## src/rtl/opsz_pkg.sv

```systemverilog
package opsz_pkg;
  typedef enum logic [1:0] {
    SZ_B = 2'b00,
    SZ_W = 2'b01,
    SZ_D = 2'b10,
    SZ_Q = 2'b11
  } size_e;
endpackage

```

## src/rtl/opsz_resolve.sv

```systemverilog
module opsz_resolve
  import opsz_pkg::*;
(
  input  logic  seg_dflt,
  input  logic  opsz_ovr,
  input  logic  adsz_ovr,
  input  logic  long_mode,
  input  logic  wide_pfx,
  input  logic  byte_form,
  output size_e op_sz,
  output size_e ad_sz
);
  logic op_is_d;
  logic ad_is_d;

  // Each legacy override flips the width away from the segment default.
  always_comb begin
    op_is_d = seg_dflt ^ opsz_ovr;
    ad_is_d = seg_dflt ^ adsz_ovr;

    if (byte_form)      op_sz = SZ_B;
    else if (long_mode) op_sz = wide_pfx ? SZ_Q : SZ_D;
    else                op_sz = op_is_d ? SZ_D : SZ_W;

    if (long_mode)      ad_sz = adsz_ovr ? SZ_D : SZ_Q;
    else                ad_sz = ad_is_d ? SZ_D : SZ_W;
  end
endmodule

```

## src/rtl/opsz_write_merge.sv

```systemverilog
module opsz_write_merge
  import opsz_pkg::*;
#(
  parameter int DATA_W = 64
) (
  input  size_e              sz,
  input  logic               long_mode,
  input  logic [DATA_W-1:0]  old_val,
  input  logic [DATA_W-1:0]  res_val,
  output logic [DATA_W-1:0]  merged
);
  localparam int NSZ = 4;

  // One replace mask per width code: width = 8 << code, capped at DATA_W.
  logic [DATA_W-1:0] lane_mask [NSZ];

  genvar g;
  generate
    for (g = 0; g < NSZ; g++) begin : g_mask
      localparam int LW = ((8 << g) > DATA_W) ? DATA_W : (8 << g);
      assign lane_mask[g] = (LW >= DATA_W) ? {DATA_W{1'b1}}
                                           : {{(DATA_W-LW){1'b0}}, {LW{1'b1}}};
    end
  endgenerate

  logic [DATA_W-1:0] keep_mask;
  logic [DATA_W-1:0] repl_mask;

  always_comb begin
    repl_mask = lane_mask[sz];
    // A 32-bit write in 64-bit mode drops the old upper half.
    if (long_mode && (sz == SZ_D)) keep_mask = '0;
    else                           keep_mask = ~repl_mask;
    merged = (old_val & keep_mask) | (res_val & repl_mask);
  end
endmodule

```

## src/rtl/opsz_wb_reg.sv

```systemverilog
module opsz_wb_reg #(
  parameter int DATA_W = 64
) (
  input  logic              clk,
  input  logic              rst_n,
  input  logic              load,
  input  logic [DATA_W-1:0] d_in,
  output logic              en_q,
  output logic [DATA_W-1:0] d_q
);
  logic              en_nxt;
  logic [DATA_W-1:0] d_nxt;

  always_comb begin
    en_nxt = load;
    d_nxt  = load ? d_in : d_q;
  end

  always_ff @(posedge clk or negedge rst_n) begin
    if (!rst_n) begin
      en_q <= 1'b0;
      d_q  <= '0;
    end else begin
      en_q <= en_nxt;
      d_q  <= d_nxt;
    end
  end
endmodule

```

## src/rtl/opsz_merge_top.sv

```systemverilog
module opsz_merge_top
  import opsz_pkg::*;
#(
  parameter int DATA_W = 64
) (
  input  logic              clk,
  input  logic              rst_n,
  input  logic              in_valid,
  input  logic              seg_dflt,
  input  logic              opsz_ovr,
  input  logic              adsz_ovr,
  input  logic              long_mode,
  input  logic              wide_pfx,
  input  logic              byte_form,
  input  logic [DATA_W-1:0] dst_old,
  input  logic [DATA_W-1:0] result,
  output logic [1:0]        op_size,
  output logic [1:0]        addr_size,
  output logic              wr_en,
  output logic [DATA_W-1:0] wr_data
);
  size_e             op_sz;
  size_e             ad_sz;
  logic [DATA_W-1:0] merged;

  opsz_resolve u_resolve (
    .seg_dflt  (seg_dflt),
    .opsz_ovr  (opsz_ovr),
    .adsz_ovr  (adsz_ovr),
    .long_mode (long_mode),
    .wide_pfx  (wide_pfx),
    .byte_form (byte_form),
    .op_sz     (op_sz),
    .ad_sz     (ad_sz)
  );

  opsz_write_merge #(.DATA_W(DATA_W)) u_merge (
    .sz        (op_sz),
    .long_mode (long_mode),
    .old_val   (dst_old),
    .res_val   (result),
    .merged    (merged)
  );

  opsz_wb_reg #(.DATA_W(DATA_W)) u_wb (
    .clk   (clk),
    .rst_n (rst_n),
    .load  (in_valid),
    .d_in  (merged),
    .en_q  (wr_en),
    .d_q   (wr_data)
  );

  assign op_size   = op_sz;
  assign addr_size = ad_sz;
endmodule

```

## config.mk

```make
export PLATFORM = sky130hd
export DESIGN_NAME = opsz_merge_top
export DESIGN_NICKNAME = d
export VERILOG_FILES = /design/src/rtl/opsz_pkg.sv /design/src/rtl/opsz_resolve.sv /design/src/rtl/opsz_write_merge.sv /design/src/rtl/opsz_wb_reg.sv /design/src/rtl/opsz_merge_top.sv
export SDC_FILE = /design/constraint.sdc
export NUM_CORES = 1
export LEC_CHECK = 0
export ABC_CLOCK_PERIOD_IN_PS = 1200
export CAP_MARGIN = 15
export CORE_ASPECT_RATIO = 1.4
export CORE_UTILIZATION = 38
export CTS_CLUSTER_SIZE = 28
export DETAILED_ROUTE_END_ITERATION = 12
export PLACE_DENSITY = 0.82
export SLEW_MARGIN = 30
export SYNTH_ARGS = -nofsm -noshare
export SYNTH_HDL_FRONTEND = slang
export SYNTH_SLANG_ARGS = --single-unit
```

## constraint.sdc

```tcl
create_clock -name clk -period 1.2 [get_ports clk]
set_input_delay 0.24 -clock clk [delete_from_list [all_inputs] [get_ports clk]]
set_output_delay 0.24 -clock clk [all_outputs]
set_load 0.03 [all_outputs]
```

* Word level (Yosys, flattened, before mapping) *
Index checks and enable logic that the tools add are counted.

word-level totals
  output and inout port bits = 69
  logic and storage cells = 23
  register bits after elaboration = 65

operators by class
  reductions and logical operators = 1
  bitwise gates (word level) = 7
  eq/ne operators = 1
  magnitude comparators = 1
  mux-type cells = 11

operators by type and width
  cell                                                       count
  two-way mux 64 bit                                         3
  bitwise AND 64 bit                                         2
  binary-select mux 64 bit (select 2 bit)                    1
  NOT 64 bit                                                 1
  bitwise OR 64 bit                                          1
  two-way mux 2 bit                                          5
  greater-or-equal comparator 3 bit (second input constant)  1
  NOT 2 -> 3 bit                                             1
  == test 2 bit (second input constant)                      1
  two-way mux 1 bit                                          2
  bitwise XOR 1 bit                                          2
  logical AND 1 bit                                          1

* Longest topological paths before layout *
  depth after elaboration = 12
  depth in mapped cells = 5

* Cells and area by module *
From an unflattened synthesis, not the netlist that was laid out.

second synthesis, totals
  cells, all modules = 220
  area, all modules = 3474.6 µm²

by module, submodules not included
  module            area each (µm²)  cells an instance  instances  sequential area each (µm²)
  opsz_wb_reg       2703.8           136                1          1626.6
  opsz_write_merge  706.9            76                 1          0.0
  opsz_resolve      63.8             8                  1          0.0

* Least setup slack after synthesis *
OpenSTA, ideal clock, no wires.

  path type = input -> output
  start = input wide_pfx
  end = output op_size[0]
  required time = 0.960 ns
  arrival = 1.280 ns
  path buffers = 2
  setup slack = -0.320 ns
  cell stages on the path = 4
  path through = clkbuf_1 -> clkbuf_1 -> nand2_1 -> a21oi_1

on the way
  cells in the longest elaborated chain, start to end = 3

RTL lines
  element            RTL line              text
  start, declared    opsz_merge_top.sv:13  input logic wide_pfx,
  two-way mux 1 bit  opsz_resolve.sv:22    else if (long_mode) op_sz = wide_pfx ? SZ_Q : SZ_D;
  two-way mux 2 bit  opsz_resolve.sv:22
  two-way mux 2 bit  opsz_resolve.sv:21    if (byte_form) op_sz = SZ_B;
  end, declared      opsz_merge_top.sv:17  output logic [1:0] op_size,

Every way passes these cells.

* Worst setup path after layout *
  start = input opsz_ovr
  end = output op_size[1]

on the way
  cells in the longest elaborated chain, start to end = 4

RTL lines
  element            RTL line              text
  start, declared    opsz_merge_top.sv:10  input logic opsz_ovr,
  bitwise XOR 1 bit  opsz_resolve.sv:18    op_is_d = seg_dflt ^ opsz_ovr;
  two-way mux 2 bit  opsz_resolve.sv:23    else op_sz = op_is_d ? SZ_D : SZ_W;
  two-way mux 2 bit  opsz_resolve.sv:22
  two-way mux 2 bit  opsz_resolve.sv:21

Every way passes these cells.

==> impl_metrics.env <==
export IMPL_run_status="completed"
export IMPL_rr_worst_depth=1
export IMPL_ys_warn_count=0
export IMPL_critPathMaxStageDelay_ns=0.20
export IMPL_number_of_setup_buffers_added_after_cts=0
export IMPL_post_route_min_period_ns=1.18
export IMPL_h_tree_depth=3
export IMPL_grt_overflow_total=0
export IMPL_hold_ws_ns=0.218
export IMPL_cp_required_ns=0.96
export IMPL_min_path_type="input port to flip-flop"
export IMPL_clock_slew_at_the_register_clock_pins_of_the_worst_setup_and_hold_paths_ns=0.05
export IMPL_final_total_negative_setup_slack_ns=0
export IMPL_portBuffers=197
export IMPL_groute_usage_overall_pct=23.4
export IMPL_wl_met2_um=5730
export IMPL_post_synth_main_area_contributors="dfrtp_1, a31oi_1, nand4b_1, nor2b_1, nor2_1"
export IMPL_multi_input_logic_area_mm2=0.00165
export IMPL_fp_dieArea_mm2=0.00934
export IMPL_dr_pass1_iters=4
export IMPL_placed_area_mm2=0.00546
export IMPL_first_iter_violations=141
export IMPL_number_of_i_o_pins=206
export IMPL_hold_violations=0
export IMPL_clk_insertion_delay_late_ns=0.32
export IMPL_die_h_um=114
export IMPL_yosys_register_bits=65
export IMPL_syn_area_per_cell_um2=9.22
export IMPL_critical_path_slowest_cell="xnor2_4"
export IMPL_fp_dieW_um=82.0
export IMPL_timing_critical_path_mode_cell="buf_6"
export IMPL_postSynthNetCount=506
export IMPL_leakage_nw=2.45
export IMPL_ant_nets=0
export IMPL_flow_area_growth_from_synthesis_pct=71.1
export IMPL_yosys_area_top_type_share_pct=47.8
export IMPL_place_hpwl_um=7970
export IMPL_yosysTopAreaCell="dfrtp_1"
export IMPL_grt_setup_unrepaired="false"
export IMPL_crit_type="input port to output port"
export IMPL_synthMostInstantiatedCell="dfrtp_1"
export IMPL_nNetsFinal=699
export IMPL_worst_setup_path_start_kind="input port"
export IMPL_grt_first_pass_wirelength_um=16500
export IMPL_crit_path_end_kind="output port"
export IMPL_final_min_period_over_clock_period_pct=98.0
export IMPL_crit_fanout=2
export IMPL_number_of_standard_cells_after_synthesis=369
export IMPL_initial_cell_density_of_the_core_pct=39.3
export IMPL_crit_path_setup_slack_layout_ns=0.0238
export IMPL_synth_edf_count=0
export IMPL_largest_net_degree_at_the_start_of_global_routing=39
export IMPL_post_drt_via_cell_ratio=5.32
export IMPL_core_mm2=0.00866
export IMPL_antenna_found_initial=0
export IMPL_final_seq_area_mm2=0.00163
export IMPL_detail_route_wl_per_cell_um=16.3
export IMPL_placementRows=40
export IMPL_power_density_cell_area_mw_per_mm2=1310
export IMPL_postRouteWirelength_um=10900
export IMPL_grt_pass1_vias=3510
export IMPL_numCtsBuffers=9
export IMPL_async_flop_share_pct=100
export IMPL_num_fill_cells=680
export IMPL_clock_tree_root_cell="clkbuf_16"
export IMPL_tritoncts="done"
export IMPL_dr_max_layer_used="met4"
export IMPL_vdd_drop_max_v=0.000893
export IMPL_fmax_mhz=850
export IMPL_critical_path_cell_chain="buf_6, xnor2_4, nand2b_4, nor2b_2, buf_6"
export IMPL_antenna_cells=0
export IMPL_final_setup_skew_ns=0
export IMPL_dp_worst_setup_slack_ns=-0.508
export IMPL_ys_seq_area_share_pct=47.8
export IMPL_holdPathStages=1
export IMPL_finalMaxSlewViolations=0
export IMPL_drcViolationCount=0
export IMPL_measured_slew_at_the_worst_slew_check_pin_ns=0.321
export IMPL_synth_ff_type="dfrtp_1"
export IMPL_m1WireLength_um=4160
export IMPL_synthesis_area_mm2=0.00340
export IMPL_max_cap_viols=0
export IMPL_drive_gt1_share_pct=21.9
export IMPL_detailroute_wirelength_met3_um=659
export IMPL_timing_critical_path_arrival_ns=0.94
export IMPL_cts_path_max_buffers=2
export IMPL_synth_common_cells="dfrtp_1, nor2_1, a31oi_1"
export IMPL_gp_congestion=0.804
export IMPL_synth_lib_cells_used_distinct=20
export IMPL_slew_headroom_pct=78.6
export IMPL_cts_sink_count=65
export IMPL_route_vias_total=3568
export IMPL_finalSetupViolCount=0
export IMPL_final_area_mm2=0.00582
flip-flops by register name, indices dropped and copies added, names as in the netlist:
register and cells:
u_wb.d_q 64, u_wb.en_q 1
power by group:
part	internal, W	total, W	switching (W)
logic	0.00103	0.00217	0.00114
clock network	0.00198	0.00285	0.000878
registers	0.00243	0.00258	0.000143
total	0.00544	0.00760	0.00216
worst paths after layout:
path | start | to | slack (ns)
min in group asynchronous | rst_n | u_wb.d_q[32]$_DFFE_PN0P_ | 0.45
min reg2reg | u_wb.d_q[1]$_DFFE_PN0P_ | u_wb.d_q[1]$_DFFE_PN0P_ | 0.51
min | in_valid | u_wb.en_q$_DFF_PN0_ | 0.22
max reg2reg | u_wb.d_q[3]$_DFFE_PN0P_ | u_wb.d_q[3]$_DFFE_PN0P_ | 0.42
max in group asynchronous | rst_n | u_wb.d_q[10]$_DFFE_PN0P_ | 0.53
max | opsz_ovr | op_size[1] | 0.02
worst max-delay path: cells and delay by family:
family | cells | cell delay, ns
buf+inv | 2 | 0.25
simple gates | 2 | 0.25
xor+xnor | 1 | 0.20
kinds of logic (layout without fill, tap and decap cells):
logic type	Yosys count	in the layout	share of synthesized area [%]
AOI/OAI and AO/OA	89	89	16.0
xor gates and xnor gates	4	4	1.47
buffers and inverters	37	234	4.85
DFF	65	65	47.8
muxes	16	16	5.00
and+or+nand+nor	158	158	24.9
metrics by stage:
step                utilization, %  total power [W]  cells
CTS                           67.2          0.00768    671
global placement              63.0          0.00473    655
finish                        67.3          0.00760    671
detailed placement            63.0          0.00477    655
global route                  67.3          0.00792    671
floorplan                        -          0.00365    369
layer usage:
metal,vias up,global-route usage [%]
met4,0,13.3
met1,1695,25.8
met5,-,0
li1,1702,-
met3,30,4.08
met2,141,41.0
final cells by class:
| cell class | count | area share, % |
|---|---|---|
| multi-input cells | 267 | 28.4 |
| clock buffers | 13 | 4.64 |
| clock inverters | 2 | 1.03 |
| repair buffers | 219 | 35.8 |
| well taps | 105 | 2.26 |
| flip-flops and latches | 65 | 27.9 |
cell usage in the layout, fill, tap and decap left out:
| master | netlist | routed |
|---|---|---|
| clkdlybuf4s50_1 | 0 | 120 |
| buf_4 | 0 | 79 |
| dfrtp_1 | 65 | 65 |
| nor2_1 | 56 | 56 |
| a31oi_1 | 48 | 48 |
| nand2_1 | 33 | 33 |
| nor2b_1 | 34 | 33 |
| nand4b_1 | 32 | 32 |
| a22oi_1 | 16 | 16 |
| o21ai_1 | 10 | 10 |
| buf_12 | 0 | 10 |
| clkbuf_16 | 0 | 9 |
| mux2_2 | 8 | 8 |
| mux2i_1 | 8 | 8 |
| a21oi_1 | 9 | 8 |
| o21ai_0 | 6 | 6 |
| buf_6 | 1 | 4 |
| clkbuf_8 | 0 | 3 |
| buf_2 | 15 | 3 |
| nand2b_1 | 3 | 2 |
| bufinv_16 | 0 | 2 |
| xnor2_4 | 0 | 1 |
| nand2b_4 | 0 | 1 |
| a21oi_4 | 0 | 1 |
| nor2b_2 | 0 | 1 |
| xnor2_1 | 2 | 1 |
| xor2_2 | 1 | 1 |
| xnor2_2 | 1 | 1 |
| clkbuf_1 | 20 | 1 |
| dlygate4sd3_1 | 0 | 1 |
| dlygate4sd2_1 | 0 | 1 |
| clkdlybuf4s15_1 | 0 | 1 |
what timing repair did:
action                                  CTS  global route
gates resized for setup                  17             2
pin swaps                                 2             1
endpoints found under the setup margin   20             2
hold endpoints to repair                 65             0
hold buffers                              1             0
gates cloned                              0             0
(Power assumes the default switching activity.)
